$ cat src/rtl/macc_pkg.sv
package macc_pkg;

  // Largest configuration vector the decode helpers accept.
  localparam int CFG_MAX = 1024;
  typedef logic [CFG_MAX-1:0] cfgVec_t;

  // Per-term strobes handed from the decoder to the datapath.
  typedef struct packed {
    logic isSigned;
    logic doSub;
    logic hasB;
  } termCtrl_t;

  function automatic int fieldVal(cfgVec_t c, int pos, int n);
    int v = 0;
    for (int i = 0; i < n; i++) v = v | (int'(c[pos+i]) << i);
    return v;
  endfunction

  function automatic int sizeBits(cfgVec_t c);
    return fieldVal(c, 0, 4);
  endfunction

  function automatic int descWidth(cfgVec_t c);
    return 2 + 2 * sizeBits(c);
  endfunction

  function automatic int descBase(cfgVec_t c, int t);
    return 4 + t * descWidth(c);
  endfunction

  function automatic int termCount(cfgVec_t c, int cfgWidth);
    return (cfgWidth - 4) / descWidth(c);
  endfunction

  function automatic int sizeA(cfgVec_t c, int t);
    return fieldVal(c, descBase(c, t) + 2, sizeBits(c));
  endfunction

  function automatic int sizeB(cfgVec_t c, int t);
    return fieldVal(c, descBase(c, t) + 2 + sizeBits(c), sizeBits(c));
  endfunction

  // Bit position in A where term t's first operand starts.
  function automatic int opOffset(cfgVec_t c, int t);
    int off = 0;
    for (int k = 0; k < t; k++) off = off + sizeA(c, k) + sizeB(c, k);
    return off;
  endfunction

endpackage

$ cat src/rtl/macc_ctrl.sv
module macc_ctrl
  import macc_pkg::*;
#(
  parameter int A_WIDTH = 19,
  parameter int CONFIG_WIDTH = 44,
  parameter logic [CONFIG_WIDTH-1:0] CONFIG = '0,
  parameter int NUM_TERMS = 1
) (
  output termCtrl_t [NUM_TERMS-1:0] termCtrl
);

  localparam cfgVec_t CFG = cfgVec_t'(CONFIG);
  localparam int USED_A = opOffset(CFG, NUM_TERMS);
  localparam int USED_CFG = descBase(CFG, NUM_TERMS);

  // Elaboration-time consistency of the configuration.
  if (USED_A != A_WIDTH) begin : g_badAWidth
    $error("cfg_macc: descriptors consume %0d operand bits, A_WIDTH is %0d", USED_A, A_WIDTH);
  end
  if (USED_CFG != CONFIG_WIDTH) begin : g_badCfgWidth
    $error("cfg_macc: descriptors occupy %0d config bits, CONFIG_WIDTH is %0d", USED_CFG, CONFIG_WIDTH);
  end

  for (genvar t = 0; t < NUM_TERMS; t++) begin : g_term
    localparam int BASE = descBase(CFG, t);
    localparam int SB = sizeB(CFG, t);
    assign termCtrl[t].isSigned = CONFIG[BASE];
    assign termCtrl[t].doSub = CONFIG[BASE+1];
    assign termCtrl[t].hasB = (SB != 0);
  end

endmodule

$ cat src/rtl/macc_dp.sv
module macc_dp
  import macc_pkg::*;
#(
  parameter int A_WIDTH = 19,
  parameter int B_WIDTH = 3,
  parameter int Y_WIDTH = 10,
  parameter int CONFIG_WIDTH = 44,
  parameter logic [CONFIG_WIDTH-1:0] CONFIG = '0,
  parameter int NUM_TERMS = 1
) (
  input  logic [A_WIDTH-1:0] A,
  input  logic [B_WIDTH-1:0] B,
  input  termCtrl_t [NUM_TERMS-1:0] termCtrl,
  output logic [Y_WIDTH-1:0] Y
);

  localparam cfgVec_t CFG = cfgVec_t'(CONFIG);

  logic [Y_WIDTH-1:0] partialSum [NUM_TERMS+1];
  logic [Y_WIDTH-1:0] bitSum;

  assign partialSum[0] = '0;

  for (genvar t = 0; t < NUM_TERMS; t++) begin : g_term
    localparam int SA = sizeA(CFG, t);
    localparam int SB = sizeB(CFG, t);
    localparam int OFF_A = opOffset(CFG, t);
    localparam int OFF_B = OFF_A + SA;

    logic [Y_WIDTH-1:0] extA;
    logic [Y_WIDTH-1:0] extB;
    logic [Y_WIDTH-1:0] termVal;
    logic [Y_WIDTH-1:0] contrib;

    for (genvar i = 0; i < Y_WIDTH; i++) begin : g_extA
      if (i < SA) begin : g_in
        assign extA[i] = A[OFF_A+i];
      end else if (SA > 0) begin : g_sx
        assign extA[i] = termCtrl[t].isSigned & A[OFF_A+SA-1];
      end else begin : g_zero
        assign extA[i] = 1'b0;
      end
    end

    for (genvar i = 0; i < Y_WIDTH; i++) begin : g_extB
      if (i < SB) begin : g_in
        assign extB[i] = A[OFF_B+i];
      end else if (SB > 0) begin : g_sx
        assign extB[i] = termCtrl[t].isSigned & A[OFF_B+SB-1];
      end else begin : g_zero
        assign extB[i] = 1'b0;
      end
    end

    assign termVal = termCtrl[t].hasB ? (extA * extB) : extA;
    assign contrib = termCtrl[t].doSub ? ({Y_WIDTH{1'b0}} - termVal) : termVal;
    assign partialSum[t+1] = partialSum[t] + contrib;
  end

  always_comb begin
    bitSum = '0;
    for (int i = 0; i < B_WIDTH; i++) begin
      bitSum = bitSum + {{(Y_WIDTH-1){1'b0}}, B[i]};
    end
  end

  assign Y = partialSum[NUM_TERMS] + bitSum;

endmodule

$ cat src/rtl/cfg_macc.sv
module cfg_macc
  import macc_pkg::*;
#(
  parameter int A_WIDTH = 19,
  parameter int B_WIDTH = 3,
  parameter int Y_WIDTH = 10,
  parameter int CONFIG_WIDTH = 44,
  // NB=3; terms: signed-sub 4x3, plain 5, 3x2, empty, signed plain 2
  parameter logic [CONFIG_WIDTH-1:0] CONFIG = 44'h09004C14733
) (
  input  logic [A_WIDTH-1:0] A,
  input  logic [B_WIDTH-1:0] B,
  output logic [Y_WIDTH-1:0] Y
);

  localparam int NUM_TERMS = termCount(cfgVec_t'(CONFIG), CONFIG_WIDTH);

  termCtrl_t [NUM_TERMS-1:0] termCtrl;

  macc_ctrl #(
    .A_WIDTH(A_WIDTH),
    .CONFIG_WIDTH(CONFIG_WIDTH),
    .CONFIG(CONFIG),
    .NUM_TERMS(NUM_TERMS)
  ) u_ctrl (
    .termCtrl(termCtrl)
  );

  macc_dp #(
    .A_WIDTH(A_WIDTH),
    .B_WIDTH(B_WIDTH),
    .Y_WIDTH(Y_WIDTH),
    .CONFIG_WIDTH(CONFIG_WIDTH),
    .CONFIG(CONFIG),
    .NUM_TERMS(NUM_TERMS)
  ) u_dp (
    .A(A),
    .B(B),
    .termCtrl(termCtrl),
    .Y(Y)
  );

endmodule

$ cat config.mk
export PLATFORM = sky130hd
export DESIGN_NAME = cfg_macc
export DESIGN_NICKNAME = d
export VERILOG_FILES = /design/src/rtl/macc_pkg.sv /design/src/rtl/macc_ctrl.sv /design/src/rtl/macc_dp.sv /design/src/rtl/cfg_macc.sv
export SDC_FILE = /design/constraint.sdc
export NUM_CORES = 1
export LEC_CHECK = 0
export BUFFER_PORTS_ARGS = -buffer_cell sky130_fd_sc_hd__buf_2
export CAP_MARGIN = 0
export CORE_MARGIN = 8
export CORE_UTILIZATION = 50
export DETAILED_ROUTE_END_ITERATION = 7
export PLACE_DENSITY = 0.67
export SYNTH_ARGS = -nofsm -noshare
export SYNTH_HDL_FRONTEND = slang
export SYNTH_HIERARCHICAL = 1
export SYNTH_SLANG_ARGS = --single-unit
export TNS_END_PERCENT = 30
$ cat constraint.sdc
create_clock -name vclk -period 9.2
set_clock_uncertainty 0.05 [all_clocks]
set_input_delay 0.92 -clock vclk [all_inputs]
set_output_delay 0.92 -clock vclk [all_outputs]
set_load 0.05 [all_outputs]
# Word level (Yosys, flattened, before mapping)
# Index checks and enable logic that the tools add are counted.
[op_classes] multipliers=2 n_addsub=7
[op_table] operator="10-bit adder" n=2
[op_table] operator="10-bit by 3-bit adder with 10-bit output" n=1
[op_table] operator="10-bit by 5-bit adder with 10-bit output" n=1
[op_table] operator="1-bit by 10-bit subtractor with 10-bit output (first input constant)" n=1
[op_table] operator="4-bit by 3-bit multiplier with 7-bit output" n=1
[op_table] operator="3-bit by 2-bit multiplier with 5-bit output" n=1
[op_table] operator="2-bit by 1-bit adder with 3-bit output" n=1
[op_table] operator="1-bit by 1-bit adder with 2-bit output" n=1
[totals] wordCells=9 reg_bits=0 out_inout_bits=10

# Depth between registers and ports, before layout
[logic_depth] depth_word=6 ltp_mapped=27 mapped_depth_nobuf=26

# Modules after synthesis
# The synthesis kept the hierarchy.
[by_module_without_submodules] mod="macc_dp" seq_area_each_um2=0.0 n_inst=1 cells_each=351 area_each_um2=2866.5
[by_module_without_submodules] mod="macc_ctrl" seq_area_each_um2=0.0 n_inst=1 cells_each=17 area_each_um2=120.1

# Least setup slack after synthesis
# Ideal clock, no wire load.
[synth_timing] kind="input-to-output" start="in A[6]" end="out Y[9]" path_slack_ps=633 path_buffers=0 path_stages=25 arrival_time_ps=7597 path_cell_list="nand2_1 or2_2 fa_1 fa_1 fa_1 inv_1 ha_1 fa_1 xnor2_1 inv_1 o21ai_0 or3b_2 o31ai_1 xor2_1 fa_1 inv_1 fa_1 ha_1 xnor2_1 xnor2_1 xnor2_1 xnor2_1 xnor2_1 xor2_1 xor2_1"
[synth_via] elab_chain_len=6
[synth_rtl] item="start: declaration" line_no="cfg_macc.sv:11" source="input logic [A_WIDTH-1:0] A,"
[synth_rtl] item="4-bit by 3-bit multiplier with 7-bit output" line_no="macc_dp.sv:55" source="assign termVal = termCtrl[t].hasB ? (extA * extB) : extA;"
[synth_rtl] item="1-bit by 10-bit subtractor with 10-bit output" line_no="macc_dp.sv:56" source="assign contrib = termCtrl[t].doSub ? ({Y_WIDTH{1'b0}} - termVal) : termVal;"
[synth_rtl] item="10-bit by 5-bit adder with 10-bit output" line_no="macc_dp.sv:57" source="assign partialSum[t+1] = partialSum[t] + contrib;"
[synth_rtl] item="10-bit adder (2 in series)" line_no="macc_dp.sv:57"
[synth_rtl] item="10-bit by 3-bit adder with 10-bit output" line_no="macc_dp.sv:67" source="assign Y = partialSum[NUM_TERMS] + bitSum;"
[synth_rtl] item="end: declaration" line_no="cfg_macc.sv:13" source="output logic [Y_WIDTH-1:0] Y"
# Every way passes these cells.

# Worst setup path after layout
# Same ends and word-level chain as after synthesis.

==> run_results.csv <==
group,metric,value,unit
critical_path,cp.depth,27,
place,dp_hpwl,5100,um
cells_and_area,nClkBuffers,0,
cells_and_area,final_net_count,493,
clock_network,postCtsHoldBufs,0,
timing,setup_violations,0,
critical_path,crit_type,"primary input to output port",
drt,wl,5480,um
drt,dr.pass1.iters,4,
run,maxCapViolCount,0,
cells_and_area,seq_cells,0,
global_route,overflow,0,
place,gp_congestion,0.829,
die,die_h,93.0,um
critical_path,crit_family,"adder cells",
die,die_x,93.0,um
drt,routedWlPerCell,11.9,um
drt,drc,0,
critical_path,critical_path.max_fanout,6,
drt,vias_per_cell,4.97,
synthesis,synth_warnings,6,
die,dieArea,8650,um^2
timing,fin_crit_sh,0.938,
die,num_rows,28,
drt,vias,2296,
drt,postRouteAntennaNets,0,
cells_and_area,drive_gt1_frac,0.129,
timing,min_period,8630,ps
timing,finalSetupTns,0,ps
worst_hold_path,hold_depth,5,
global_route,grt_max_degree,19,
clock_network,cts_resized,0,
die,ioPinCount,32,
timing,rsz0062_at_grt,"no",
cells_and_area,area_growth,5.15,%
timing,hold_viol,0,
global_route,grt_pass1_wl,9870,um
worst_hold_path,hp-start,"A[17]",
worst_hold_path,hp-class,"primary input to output port",
critical_path,critPathBufInv,5,
timing,maxSlewViolCount,0,
worst_hold_path,hold_path_end,"Y[0]",
critical_path,slowest_stage,"fa_1",
cells_and_area,fillers,606,
critical_path,worstPathRequired,8230,ps
die,initial_core_util,0.510,
global_route,grt_pass1_vias,2344,
cells_and_area,seq_area,0,um^2
cells_and_area,multi_input_area,2630,um^2
critical_path,cp_slowest_stage_delay,540,ps
cells_and_area,num_antenna_cells,0,
synthesis,postSynthAreaPerCell,8.12,um^2
critical_path,arrival,7660,ps
critical_path,startpoint_type,"primary input",
die,core-area,5820,um^2
status,status,"finished clean",
timing,max_clock_freq,116,MHz
synthesis,synth_cells,365,
global_route,grt_use_total,0.131,
synthesis,syn-cell-area,2960,um^2
drt,drtIter0Drc,68,
clock_network,post-cts-setup-buffers,0,
critical_path,endpoint_kind,"output port",
global_route,antenna_found_initial,0,
place,port_buffers,32,
routing by layer:
metal / GRT usage / part of all wire
met1: 0.169 / 0.46
met5: 0 / 0
met4: 0.00805 / 0.0062
met2: 0.244 / 0.51
met3: 0.00641 / 0.021
cells in the final DEF, fill, tap and decap left out, types with 2 or more instances in the layout:
cell type / count
a21o_1: 7
a21oi_1: 19
a21oi_2: 2
and2_1: 10
buf_2: 32
conb_1: 12
fa_1: 37
ha_1: 45
inv_1: 63
mux2_2: 3
mux2i_1: 7
nand2_1: 31
nand2b_1: 8
nand3_1: 5
nand3b_1: 2
nor2_1: 16
nor2b_1: 2
nor3_1: 3
nor3b_1: 2
o21a_1: 2
o21ai_0: 13
o21bai_1: 4
o31ai_1: 2
or2_2: 7
or3_1: 2
xnor2_1: 29
xor2_1: 9
through the flow:
step / instances / utilization / setup slack [ps] / hold slack (ps) / cell area [um^2]
6_report: 462 / 0.536 / 573 / 2390 / 3120
5_1_grt: 462 / 0.536 / 118 / 2440 / 3120
4_1_cts: 462 / 0.536 / 483 / 2410 / 3120
3_5_place_dp: 462 / 0.536 / 514 / 2400 / 3120
3_3_place_gp: 462 / 0.536 / 683 / 2400 / 3120
2_1_floorplan: 375 / - / 633 / 2300 / 3000
cell type report:
class              count  share of cell area
well taps             75              0.0301
inverters             63              0.0759
multi-input cells    292               0.843
repair buffers        32              0.0514
worst max-delay path by stage:
stage | startpoint | end | slack, ps
3_5_place_dp | A[6] | Y[9] | 510
6_report | A[6] | Y[9] | 570
4_1_cts | A[6] | Y[9] | 480
5_1_grt | A[6] | Y[9] | 120
3_3_place_gp | A[6] | Y[9] | 680
2_1_floorplan | A[6] | Y[9] | 630
Power is left out: the tool's default activity adds up to more than one toggle a clock period on the data nets, which glitch-free logic cannot reach.
